`config.mk`:
```
export PLATFORM = sky130hd
export DESIGN_NAME = dco_trim_filter
export DESIGN_NICKNAME = d
export VERILOG_FILES = /design/src/rtl/dco_trim_filter.sv
export SDC_FILE = /design/constraint.sdc
export NUM_CORES = 1
export LEC_CHECK = 0
export ABC_AREA = 1
export BUFFER_PORTS_ARGS = -buffer_cell sky130_fd_sc_hd__buf_2
export CORE_UTILIZATION = 50
export CTS_CLUSTER_DIAMETER = 40
export DETAILED_ROUTE_END_ITERATION = 10
export PLACE_DENSITY = 0.79
export SLEW_MARGIN = 20
export SYNTH_ARGS = -nofsm -noshare
export SYNTH_HDL_FRONTEND = slang
export SYNTH_SLANG_ARGS = --single-unit
```
`constraint.sdc`:
```
create_clock -name clk -period 1.6 [get_ports clk]
set_input_delay 0.16 -clock clk [delete_from_list [all_inputs] [get_ports clk]]
set_output_delay 0.16 -clock clk [all_outputs]
set_load 0.01 [all_outputs]
```
`src/rtl/dco_trim_filter.sv`:
```
module dco_trim_filter #(
  parameter int unsigned WORD_W     = 12,
  parameter int unsigned DIV_W      = 4,
  parameter int unsigned COARSE     = 32,
  parameter int unsigned FINE       = 1,
  parameter int unsigned DIV_MAX    = 9,
  parameter int unsigned RESET_WORD = 'h480
) (
  input  logic             clk,
  input  logic             rst_n,
  input  logic             upd_i,
  input  logic             slow_i,
  input  logic             wide_i,
  output logic [DIV_W-1:0] div_o,
  output logic [WORD_W-DIV_W-1:0] stg_o,
  output logic             stable_o
);
  localparam int unsigned STG_W = WORD_W - DIV_W;

  logic [WORD_W-1:0] word_q, word_d, step;
  logic [DIV_W-1:0]  raw_div;
  logic              stable_q;

  assign step   = wide_i ? WORD_W'(COARSE) : WORD_W'(FINE);
  assign word_d = slow_i ? word_q - step : word_q + step;

  always_ff @(posedge clk) begin
    if (!rst_n) begin
      word_q   <= WORD_W'(RESET_WORD);
      stable_q <= 1'b0;
    end else if (upd_i) begin
      word_q   <= word_d;
      stable_q <= ~wide_i;
    end
  end

  assign raw_div  = word_q[WORD_W-1 -: DIV_W];
  assign div_o    = (raw_div > DIV_W'(DIV_MAX)) ? DIV_W'(DIV_MAX) : raw_div;
  assign stg_o    = word_q[STG_W-1:0];
  assign stable_o = stable_q;

  p_hold_r2: assert property (@(posedge clk) disable iff (!rst_n)
    !upd_i |=> $stable(div_o) && $stable(stg_o) && $stable(stable_o));

  p_coarse_down_r3: assert property (@(posedge clk) disable iff (!rst_n)
    upd_i && slow_i && wide_i |=> stg_o == STG_W'($past(stg_o) - STG_W'(COARSE)));

  p_fine_down_r4: assert property (@(posedge clk) disable iff (!rst_n)
    upd_i && slow_i && !wide_i |=> stg_o == STG_W'($past(stg_o) - STG_W'(FINE)));

  p_fine_up_r5: assert property (@(posedge clk) disable iff (!rst_n)
    upd_i && !slow_i && !wide_i |=> stg_o == STG_W'($past(stg_o) + STG_W'(FINE)));

  p_coarse_up_r6: assert property (@(posedge clk) disable iff (!rst_n)
    upd_i && !slow_i && wide_i |=> stg_o == STG_W'($past(stg_o) + STG_W'(COARSE)));

  p_clamp_r8: assert property (@(posedge clk) disable iff (!rst_n)
    div_o <= DIV_W'(DIV_MAX));

  p_stable_r9: assert property (@(posedge clk) disable iff (!rst_n)
    upd_i |=> stable_o == !$past(wide_i));
endmodule

```
# Yosys cells after proc, flatten, opt, wreduce, memory -nomap -nowiden
# Index checks and enable logic that the tools add are counted.
# W data, S select, Z words.
[classes] order_cmp=1 addsub=2 muxes=3 bitwise=1
[ops] operator="$add A12 B6 Y12" count=1
[ops] operator="$mux W12" count=1
[ops] operator="$sub A12 B6 Y12" count=1
[ops] operator="$mux W6" count=1
[ops] operator="$gt A4 B4 Y1 const B" count=1
[ops] operator="$mux W4" count=1
[ops] operator="$not A1 Y1" count=1
[totals] in_bits=5 register_bits=13

# Longest topological paths before layout
# Gate-level depths: netlist (run 1).
[depth] depth_word=3 depth_mapped=13

# Least setup slack after synthesis (run 1)
# Ideal clock, no wire load.
[synth_timing] path_kind="register to register" startpoint="register word_q[0]" endpoint="register word_q[8]" setup_ps=109 slack_ps=-54 t_arrival_ps=1545 path_stages_with_launch=13 synth_period_minus_slack_ps=1654 n_path_buf=0 required_time_ps=1491 path_cell_list="dfxtp_1 inv_1 ha_1 inv_1 fa_1 nand3_1 nand2_1 nand3_1 a21oi_1 nor2_1 nand2_1 nand2_1 inv_1"
[synth_between] elab_chain_cells=2
[synth_lines] element="from (decl)" line_no="20" text="logic [WORD_W-1:0] word_q, word_d, step;"
[synth_lines] element="from (signal assigned)" line_no="29" text="word_q <= WORD_W'(RESET_WORD);"
[synth_lines] element="from (signal assigned)" line_no="32" text="word_q <= word_d;"
[synth_lines] element="$add A12 B6 Y12 or $sub A12 B6 Y12 (tied branches)" line_no="25" text="assign word_d = slow_i ? word_q - step : word_q + step;"
[synth_lines] element="$mux W12 *" line_no="25"
# Every way passes the cells marked *; elsewhere a longest branch is shown, timed or not.
# A chain may end at the register's enable or synchronous reset.

# Worst setup path in the final report (run 1)
[layout_timing] startpoint="register word_q[0]" endpoint="register word_q[6]"
# Same word-level chain as after synthesis.

==> summary.md, run 1 <==
| Metric | Value |
|---|---|
| Gr usage total | 24.3% |
| Area added between synthesis and finish | 28.9% |
| Worst Path Required | 1.79 ns |
| I/O pins | 18 |
| Maximum frequency from static timing analysis | 0.631 GHz |
| CTS Hold Buffers Added | 0 |
| Synth Area in Simple Gates | ~28% |
| Routed wire per std cell | 14.1 um |
| Maximum number of pins on one net before global-route repair | 16 |
| Starting Density | between 50% and 60% |
| Peak ir drop on the vdd network | 0.715 mV |
| Source-to-sink clock delay at the later pin of the worst-skew pair | just under 0.3 ns |
| Signal arrival time at the worst endpoint | approximately 1.8 ns |
| Status | finished clean |
| Die Span Y | just over 50 um |
| Final-layout worst hold slack | between 0.1 and 0.15 ns |
| Core area | 2210 sq um |
| Post-synthesis instance area | around 1200 sq um |
| DR iter-0 viols | 52 |
| Beginning of the critical path | word_q[0]$_SDFFE_PN0P_ |
| Total placed cells including tap cells | between 200 and 250 |
| Die width | roughly 50 um |
| Critical Path Sink Type | flip-flop |
| Maximum fanout encountered on the critical timing path | 3 |
| Synth top area share | between 20% and 30% |
| Pins over their slew limit | 0 |
| Standby leakage power | ~0.8 nW |
| Setup tns final | 0 ns |
| Number of optimization iterations in the first detailed-route pass | 5 |
| Post-layout util | 67.9% |
| Post-synthesis sequential area ratio | 22.3% |
| Share of post-route cells with drive strength above 1 | 31.4% |
| Largest cells by area after synthesis | sky130_fd_sc_hd__dfxtp_1 (22%), sky130_fd_sc_hd__nand2_1 (12%), sky130_fd_sc_hd__ha_1 (12%), sky130_fd_sc_hd__inv_1 (9.0%), sky130_fd_sc_hd__nor2_1 (7.7%) |
| Post-synthesis cell type count | 24 |
| Number of register bits inferred by synthesis | 13 |
| Count of mapped cells out of synthesis | around 180 |
| Setup repair after global routing missed its margin | true |
| Mux contribution to synthesized area | 0% |
| Power density over the cells | about 900 nW/um^2 |
| CTS clk-pin slew, worst paths | 0.09 ns |
| Most repeated cell in the gate-level netlist after synthesis | sky130_fd_sc_hd__nand2_1 |
| Reg2reg start | word_q[0]$_SDFFE_PN0P_ |
| Post-synth top flop | sky130_fd_sc_hd__dfxtp_1 |
| Number of buffers created by CTS | 3 |
| CTS Buffer Depth | 2 |
| Kind of path behind the tightest hold check | in2reg |
| Post-synthesis share of cell area spent on full adders, half adders and majority gates | between 10% and 20% |
| Final antenna-violating net count | 0 |
| PnR worst setup slack | ~0.015 ns |
| Number of nets in the finished design | around 230 |
| Leftover overflow at the end of global routing | 0 |
| Yosys synthesis warning count | 0 |
| Total design power | roughly 1.4 mW |
| Cell accounting for the most synthesized area | sky130_fd_sc_hd__dfxtp_1 |
| DRC viols | 0 |
| Avg Synthesized Cell Area | 6.41 sq um |
| Max H-tree Level | 1 |
| Cell chosen for the clock root | sky130_fd_sc_hd__clkbuf_4 |
| CTS tree | built |
| Non-filler instance count after layout | between 200 and 250 |
| Hold path startpoint | rst_n |
| Crit path launch type | flip-flop |
| Met3 wire len | around 270 um |
| Instance area after placement | around 1300 sq um |
| Max-cap violations | 0 |
| Slew headroom | 73.4% |
| Area enclosed by the die boundary | between 2000 and 3000 sq um |
| First-pass GRT wire length | about 4800 um |
| Std cell rows | 17 |
| Post-Synth XOR/XNOR Area | under 10% |
| Final setup skew | ~0.0045 ns |
| Combinational family with the most area after synthesis | simple AND/OR/NAND/NOR gates |
| Pin slew with the least headroom to its limit | roughly 0.40 ns |
| Period utilisation layout | around 99% |
| Number of clock sinks seen by CTS | 13 |
| Setup slack at placement | -0.227 ns |
| Post-layout min period | 1.58 ns |
| Met2 WL | approximately 1600 um |
| Number of nets in the synthesized netlist | ~200 |
| Highest metal layer used by the detailed router | met4 |
| HPWL reported at the end of detailed placement | approximately 2100 um |
| Setup violation total in the final timing report | 0 |
| Count of flip-flops with a built-in enable after synthesis | 0 |
| Proportion of register bits with asynchronous set or reset after synthesis | 0% |
| Port Buffer Count | 17 |
| Via count of the first global-routing pass | around 1100 |
| Antenna diode instance count | 0 |
| Synth top cells by count | sky130_fd_sc_hd__nand2_1 (37), sky130_fd_sc_hd__inv_1 (28), sky130_fd_sc_hd__nor2_1 (24) |
| Via-per-instance ratio | 5.43 |
| Worst Setup Path Type | reg2reg |
| Compound-gate portion of the synthesized area | ~14% |
| Final wirelength | between 3000 and 4000 um |
| Final RePlAce weighted congestion | approximately 0.88 |
| Antenna violations before repair | 0 |
| WL met1 | 1290 um |
| Number of hold-slack violations in the final timing report | 0 |
| Number of fill cells | 172 |
| Area of all placed cells without fillers | 1500 sq um |
| Number of vias in the routed layout | 1276 |
==> path summary, 6_finish.rpt <==
kind                                          endpoint  slack (ns)  cells past startpoint
worst min register to register   stable_o$_SDFFE_PN0P_        0.55                      2
worst max-delay path            word_q[6]$_SDFFE_PN0P_        0.02                     10
worst max register to register  word_q[6]$_SDFFE_PN0P_        0.02                     10
worst min-delay path            word_q[0]$_SDFFE_PN0P_        0.14                      3
==> critical path, cell delays in order, from the launching register on <==
cell                      delay (ns)
sky130_fd_sc_hd__dfxtp_2        0.33
sky130_fd_sc_hd__inv_2          0.06
sky130_fd_sc_hd__ha_4           0.13
sky130_fd_sc_hd__inv_2          0.05
sky130_fd_sc_hd__fa_2           0.36
sky130_fd_sc_hd__nand3_2        0.09
sky130_fd_sc_hd__nand2_4        0.08
sky130_fd_sc_hd__a21oi_2        0.14
sky130_fd_sc_hd__xnor2_1        0.07
sky130_fd_sc_hd__o21ai_1        0.12
sky130_fd_sc_hd__inv_1          0.05
==> layout by cell type, fill, tap and decap left out, types with 2 or more instances in the layout <==
| cell | Yosys | routed |
|---|---|---|
| sky130_fd_sc_hd__a21oi_2 | 1 | 5 |
| sky130_fd_sc_hd__inv_1 | 28 | 25 |
| sky130_fd_sc_hd__inv_2 | 1 | 4 |
| sky130_fd_sc_hd__nand3_2 | 0 | 2 |
| sky130_fd_sc_hd__a21o_1 | 2 | 2 |
| sky130_fd_sc_hd__ha_4 | 0 | 9 |
| sky130_fd_sc_hd__o21ai_1 | 1 | 4 |
| sky130_fd_sc_hd__clkbuf_4 | 0 | 3 |
| sky130_fd_sc_hd__dfxtp_1 | 13 | 8 |
| sky130_fd_sc_hd__buf_2 | 0 | 17 |
| sky130_fd_sc_hd__nor2_1 | 24 | 24 |
| sky130_fd_sc_hd__nand3_1 | 13 | 11 |
| sky130_fd_sc_hd__nand4_1 | 4 | 4 |
| sky130_fd_sc_hd__xor2_1 | 5 | 5 |
| sky130_fd_sc_hd__buf_4 | 8 | 15 |
| sky130_fd_sc_hd__ha_1 | 11 | 2 |
| sky130_fd_sc_hd__nand2_1 | 37 | 35 |
| sky130_fd_sc_hd__a21oi_1 | 14 | 10 |
| sky130_fd_sc_hd__dfxtp_2 | 0 | 5 |
| sky130_fd_sc_hd__o21ai_0 | 10 | 7 |
| sky130_fd_sc_hd__nand2_2 | 1 | 2 |
==> area by class of cell <==
| cell class | instances | area [sq um] | share of cell area (%) |
|---|---|---|---|
| repair buffers | 32 | 198 | 13.2 |
| multi-input cells | 128 | 865 | 57.5 |
| flip-flops and latches | 13 | 267 | 17.7 |
| inverters | 30 | 113 | 7.49 |
| well taps | 28 | 35.0 | 2.33 |
| clock buffers | 4 | 26.3 | 1.75 |
==> flip-flops by register name, indices dropped and copies added, names as in the netlist <==
signal    flops
stable_o      1
word_q       12
==> power breakdown <==
group | switching [mW] | total (mW) | internal (mW) | leakage, nW
combinational | 0.399 | 0.720 | 0.321 | 0.673
clock | 0.127 | 0.224 | 0.0969 | 0.0150
sequential | 0.0464 | 0.412 | 0.366 | 0.109
total | 0.572 | 1.36 | 0.783 | 0.798
==> repair_timing <==
| item | in CTS | in global routing |
|---|---|---|
| pin swaps | 6 | 6 |
| setup buffers | 1 | 0 |
| hold endpoints to repair | 0 | 0 |
| setup endpoints to repair | 7 | 10 |
| resized for setup | 11 | 22 |
==> per-layer routing <==
layer | up-vias | track usage, %
met4 | 0 | 5.56
li1 | 624 | -
met5 | - | 0
met2 | 66 | 43.8
met3 | 21 | 2.73
met1 | 565 | 30.7
==> cell families (layout without fill, tap and decap cells) <==
kind of cell | after synthesis | after routing
fa+ha+maj | 12 | 12
flops | 13 | 13
buf+inv | 41 | 66
compound gates | 30 | 30
xor+xnor | 6 | 6
simple gates | 80 | 80
Note: power is estimated with default switching activity, not from simulation.
==> inputs of run 2 (changes only) <==
Settings changed: CORE_ASPECT_RATIO from default to 1.4, SETUP_SLACK_MARGIN from default to 0.02.
==> run 2 against run 1 <==
Net effect:
- maximum frequency increased by 1.3%
- first-iteration DRC count decreased by 23%
- routed wire length decreased by 5.9%
==> summary.md, run 2 (synthesis results as in run 1) <==
| Metric | Value |
|---|---|
| Signal arrival time at the worst endpoint | 1.75 ns (-0.03 ns) |
| Max H-tree Level | 1 (unchanged) |
| Power density over the cells | 894 nW/um^2 (-0.89%) |
| Antenna violations before repair | 0 (unchanged) |
| Max-cap violations | 0 (unchanged) |
| Highest metal layer used by the detailed router | met4 |
| Standby leakage power | 0.796 nW (-0.15%) |
| Leftover overflow at the end of global routing | 0 (unchanged) |
| DRC viols | 0 (unchanged) |
| Die Span Y | 59.1 um (+18%) |
| DR iter-0 viols | 40 (-23%) |
| Setup violation total in the final timing report | 0 (unchanged) |
| Pin slew with the least headroom to its limit | 0.406 ns (+0.00770 ns) |
| Antenna diode instance count | 0 (unchanged) |
| Number of optimization iterations in the first detailed-route pass | 5 (unchanged) |
| Number of buffers created by CTS | 3 (unchanged) |
| Total placed cells including tap cells | 222 (-3.5%) |
| Number of clock sinks seen by CTS | 13 (unchanged) |
| CTS tree | built |
| Maximum fanout encountered on the critical timing path | 4 (+1) |
| Starting Density | 53.6% (+0.85 points) |
| Period utilisation layout | 97.8% (-1.3 points) |
| Number of vias in the routed layout | 1254 (-1.7%) |
| Final setup skew | 0.00335 ns (-0.00118 ns) |
| Via count of the first global-routing pass | 1119 (-0.44%) |
| Maximum number of pins on one net before global-route repair | 15 (-1) |
| Via-per-instance ratio | 5.50 (+1.3%) |
| Number of hold-slack violations in the final timing report | 0 (unchanged) |
| Cell chosen for the clock root | sky130_fd_sc_hd__clkbuf_4 |
| Area enclosed by the die boundary | 2530 sq um (about the same) |
| Met2 WL | 1580 um (-0.25%) |
| CTS Buffer Depth | 2 (unchanged) |
| Final RePlAce weighted congestion | 0.880 (-0.33%) |
| Port Buffer Count | 17 (unchanged) |
| Source-to-sink clock delay at the later pin of the worst-skew pair | 0.28 ns (about the same) |
| WL met1 | 1280 um (-1.1%) |
| Non-filler instance count after layout | 228 (-3.0%) |
| Final wirelength | 3120 um (-5.9%) |
| Peak ir drop on the vdd network | 0.614 mV (-14%) |
| Setup repair after global routing missed its margin | true |
| CTS clk-pin slew, worst paths | 0.09 ns (about the same) |
| Final antenna-violating net count | 0 (unchanged) |
| Number of flip-flops under the largest register name | 12 (unchanged) |
| First-pass GRT wire length | 4580 um (-3.9%) |
| Pins over their slew limit | 0 (unchanged) |
| Worst Path Required | 1.79 ns (about the same) |
| Number of nets in the finished design | 224 (-0.44%) |
| Post-layout min period | 1.56 ns (-0.0203 ns) |
| HPWL reported at the end of detailed placement | 2010 um (-4.2%) |
| Leading cell types in the layout, fill and taps excluded | sky130_fd_sc_hd__nand2_1 (35), sky130_fd_sc_hd__inv_1 (26), sky130_fd_sc_hd__nor2_1 (24) |
| Crit path launch type | primary input |
| Commonest non-fill, non-tap cell in the layout | sky130_fd_sc_hd__nand2_1 |
| Worst Setup Path Type | in2reg |
| Status | finished clean |
| Met3 wire len | 174 um (-36%) |
| Maximum frequency from static timing analysis | 0.639 GHz (+1.3%) |
| Core area | 2180 sq um (-1.6%) |
| I/O pins | 18 (unchanged) |
| Gr usage total | 23.6% (-0.78 points) |
| Setup slack at placement | -0.193 ns (+0.0344 ns) |
| Routed wire per std cell | 13.7 um (-3.0%) |
| Share of post-route cells with drive strength above 1 | 27.7% (-3.7 points) |
| Slew headroom | 72.9% (-0.51 points) |
| Die width | 42.8 um (-15%) |
| Critical Path Sink Type | flip-flop |
| PnR worst setup slack | 0.0358 ns (+0.0203 ns) |
| Kind of path behind the tightest hold check | in2reg |
| Area added between synthesis and finish | 24.9% |
| Largest Register | word_q |
| Std cell rows | 20 (+3) |
| Post-layout util | 66.9% (-1.0 points) |
-- run 2: cell count changes in the layout (fill, tap and decap cells not counted) --
cell and change:
sky130_fd_sc_hd__o21ai_1 -1, sky130_fd_sc_hd__dfxtp_2 -4, sky130_fd_sc_hd__buf_4 -1, sky130_fd_sc_hd__inv_2 -1, sky130_fd_sc_hd__ha_4 -3, sky130_fd_sc_hd__a21oi_1 -1
sky130_fd_sc_hd__o21ai_0 +1, sky130_fd_sc_hd__inv_1 +1, sky130_fd_sc_hd__a21oi_4 +1, sky130_fd_sc_hd__ha_1 +3, sky130_fd_sc_hd__dfxtp_1 +4
-- run 2: final timing paths --
check / from / end / slack (ns) / cells after the start
hold / removal: rst_n / word_q[1]$_SDFFE_PN0P_ / 0.14 / 3
setup reg to reg: word_q[0]$_SDFFE_PN0P_ / word_q[6]$_SDFFE_PN0P_ / 0.05 / 10
setup / recovery: wide_i / word_q[7]$_SDFFE_PN1P_ / 0.04 / 12
hold reg to reg: word_q[7]$_SDFFE_PN1P_ / word_q[7]$_SDFFE_PN1P_ / 0.50 / 2
-- run 2: per-layer routing --
metal	track usage, %	vias to the layer above
met1	26.8	568
met2	42.2	55
met3	3.35	13
li1	-	618
met4	11.6	0
met5	0	-
-- run 2: layout make-up --
cell class	instances	area (sq um)
fillers	176	721
inverters	30	113
flip-flops and latches	13	262
clock buffers	4	26.3
well taps	22	27.5
multi-input cells	128	838
repair buffers	31	190
-- run 2: where the power goes --
| part | switching, mW | internal [mW] | total, mW |
|---|---|---|---|
| logic | 0.378 | 0.301 | 0.679 |
| clock network | 0.121 | 0.0969 | 0.218 |
| registers | 0.0423 | 0.362 | 0.405 |
| total | 0.542 | 0.760 | 1.30 |
-- run 2: per-stage QoR --
stage | hold WS (ns) | area, sq um | total power [mW] | TNS [ns]
after CTS | 0.133 | 1360 | 1.21 | 0
final | 0.139 | 1460 | 1.30 | 0
after global placement | 0.435 | 1290 | 0.942 | -0.382
after global routing | 0.163 | 1460 | 1.38 | -0.149
after detailed placement | 0.439 | 1290 | 0.960 | -0.938
after floorplan | 0.253 | 1170 | 0.827 | 0
-- run 2: what timing repair did --
item	CTS	global route
pin swaps	5	3
setup buffers	1	1
gates resized for setup	11	13
hold buffers	0	0
endpoints found under the setup margin	5	8
-- run 2: worst max-delay path: stages --
cell,delay (ns)
sky130_fd_sc_hd__buf_2,0.11
sky130_fd_sc_hd__inv_1,0.15
sky130_fd_sc_hd__nand2_2,0.16
sky130_fd_sc_hd__buf_4,0.19
sky130_fd_sc_hd__ha_1,0.18
sky130_fd_sc_hd__a21oi_2,0.21
sky130_fd_sc_hd__o21ai_4,0.10
sky130_fd_sc_hd__nand3_1,0.08
sky130_fd_sc_hd__nand3_1,0.09
sky130_fd_sc_hd__or2_1,0.22
sky130_fd_sc_hd__nand3_1,0.07
sky130_fd_sc_hd__nand2_1,0.04
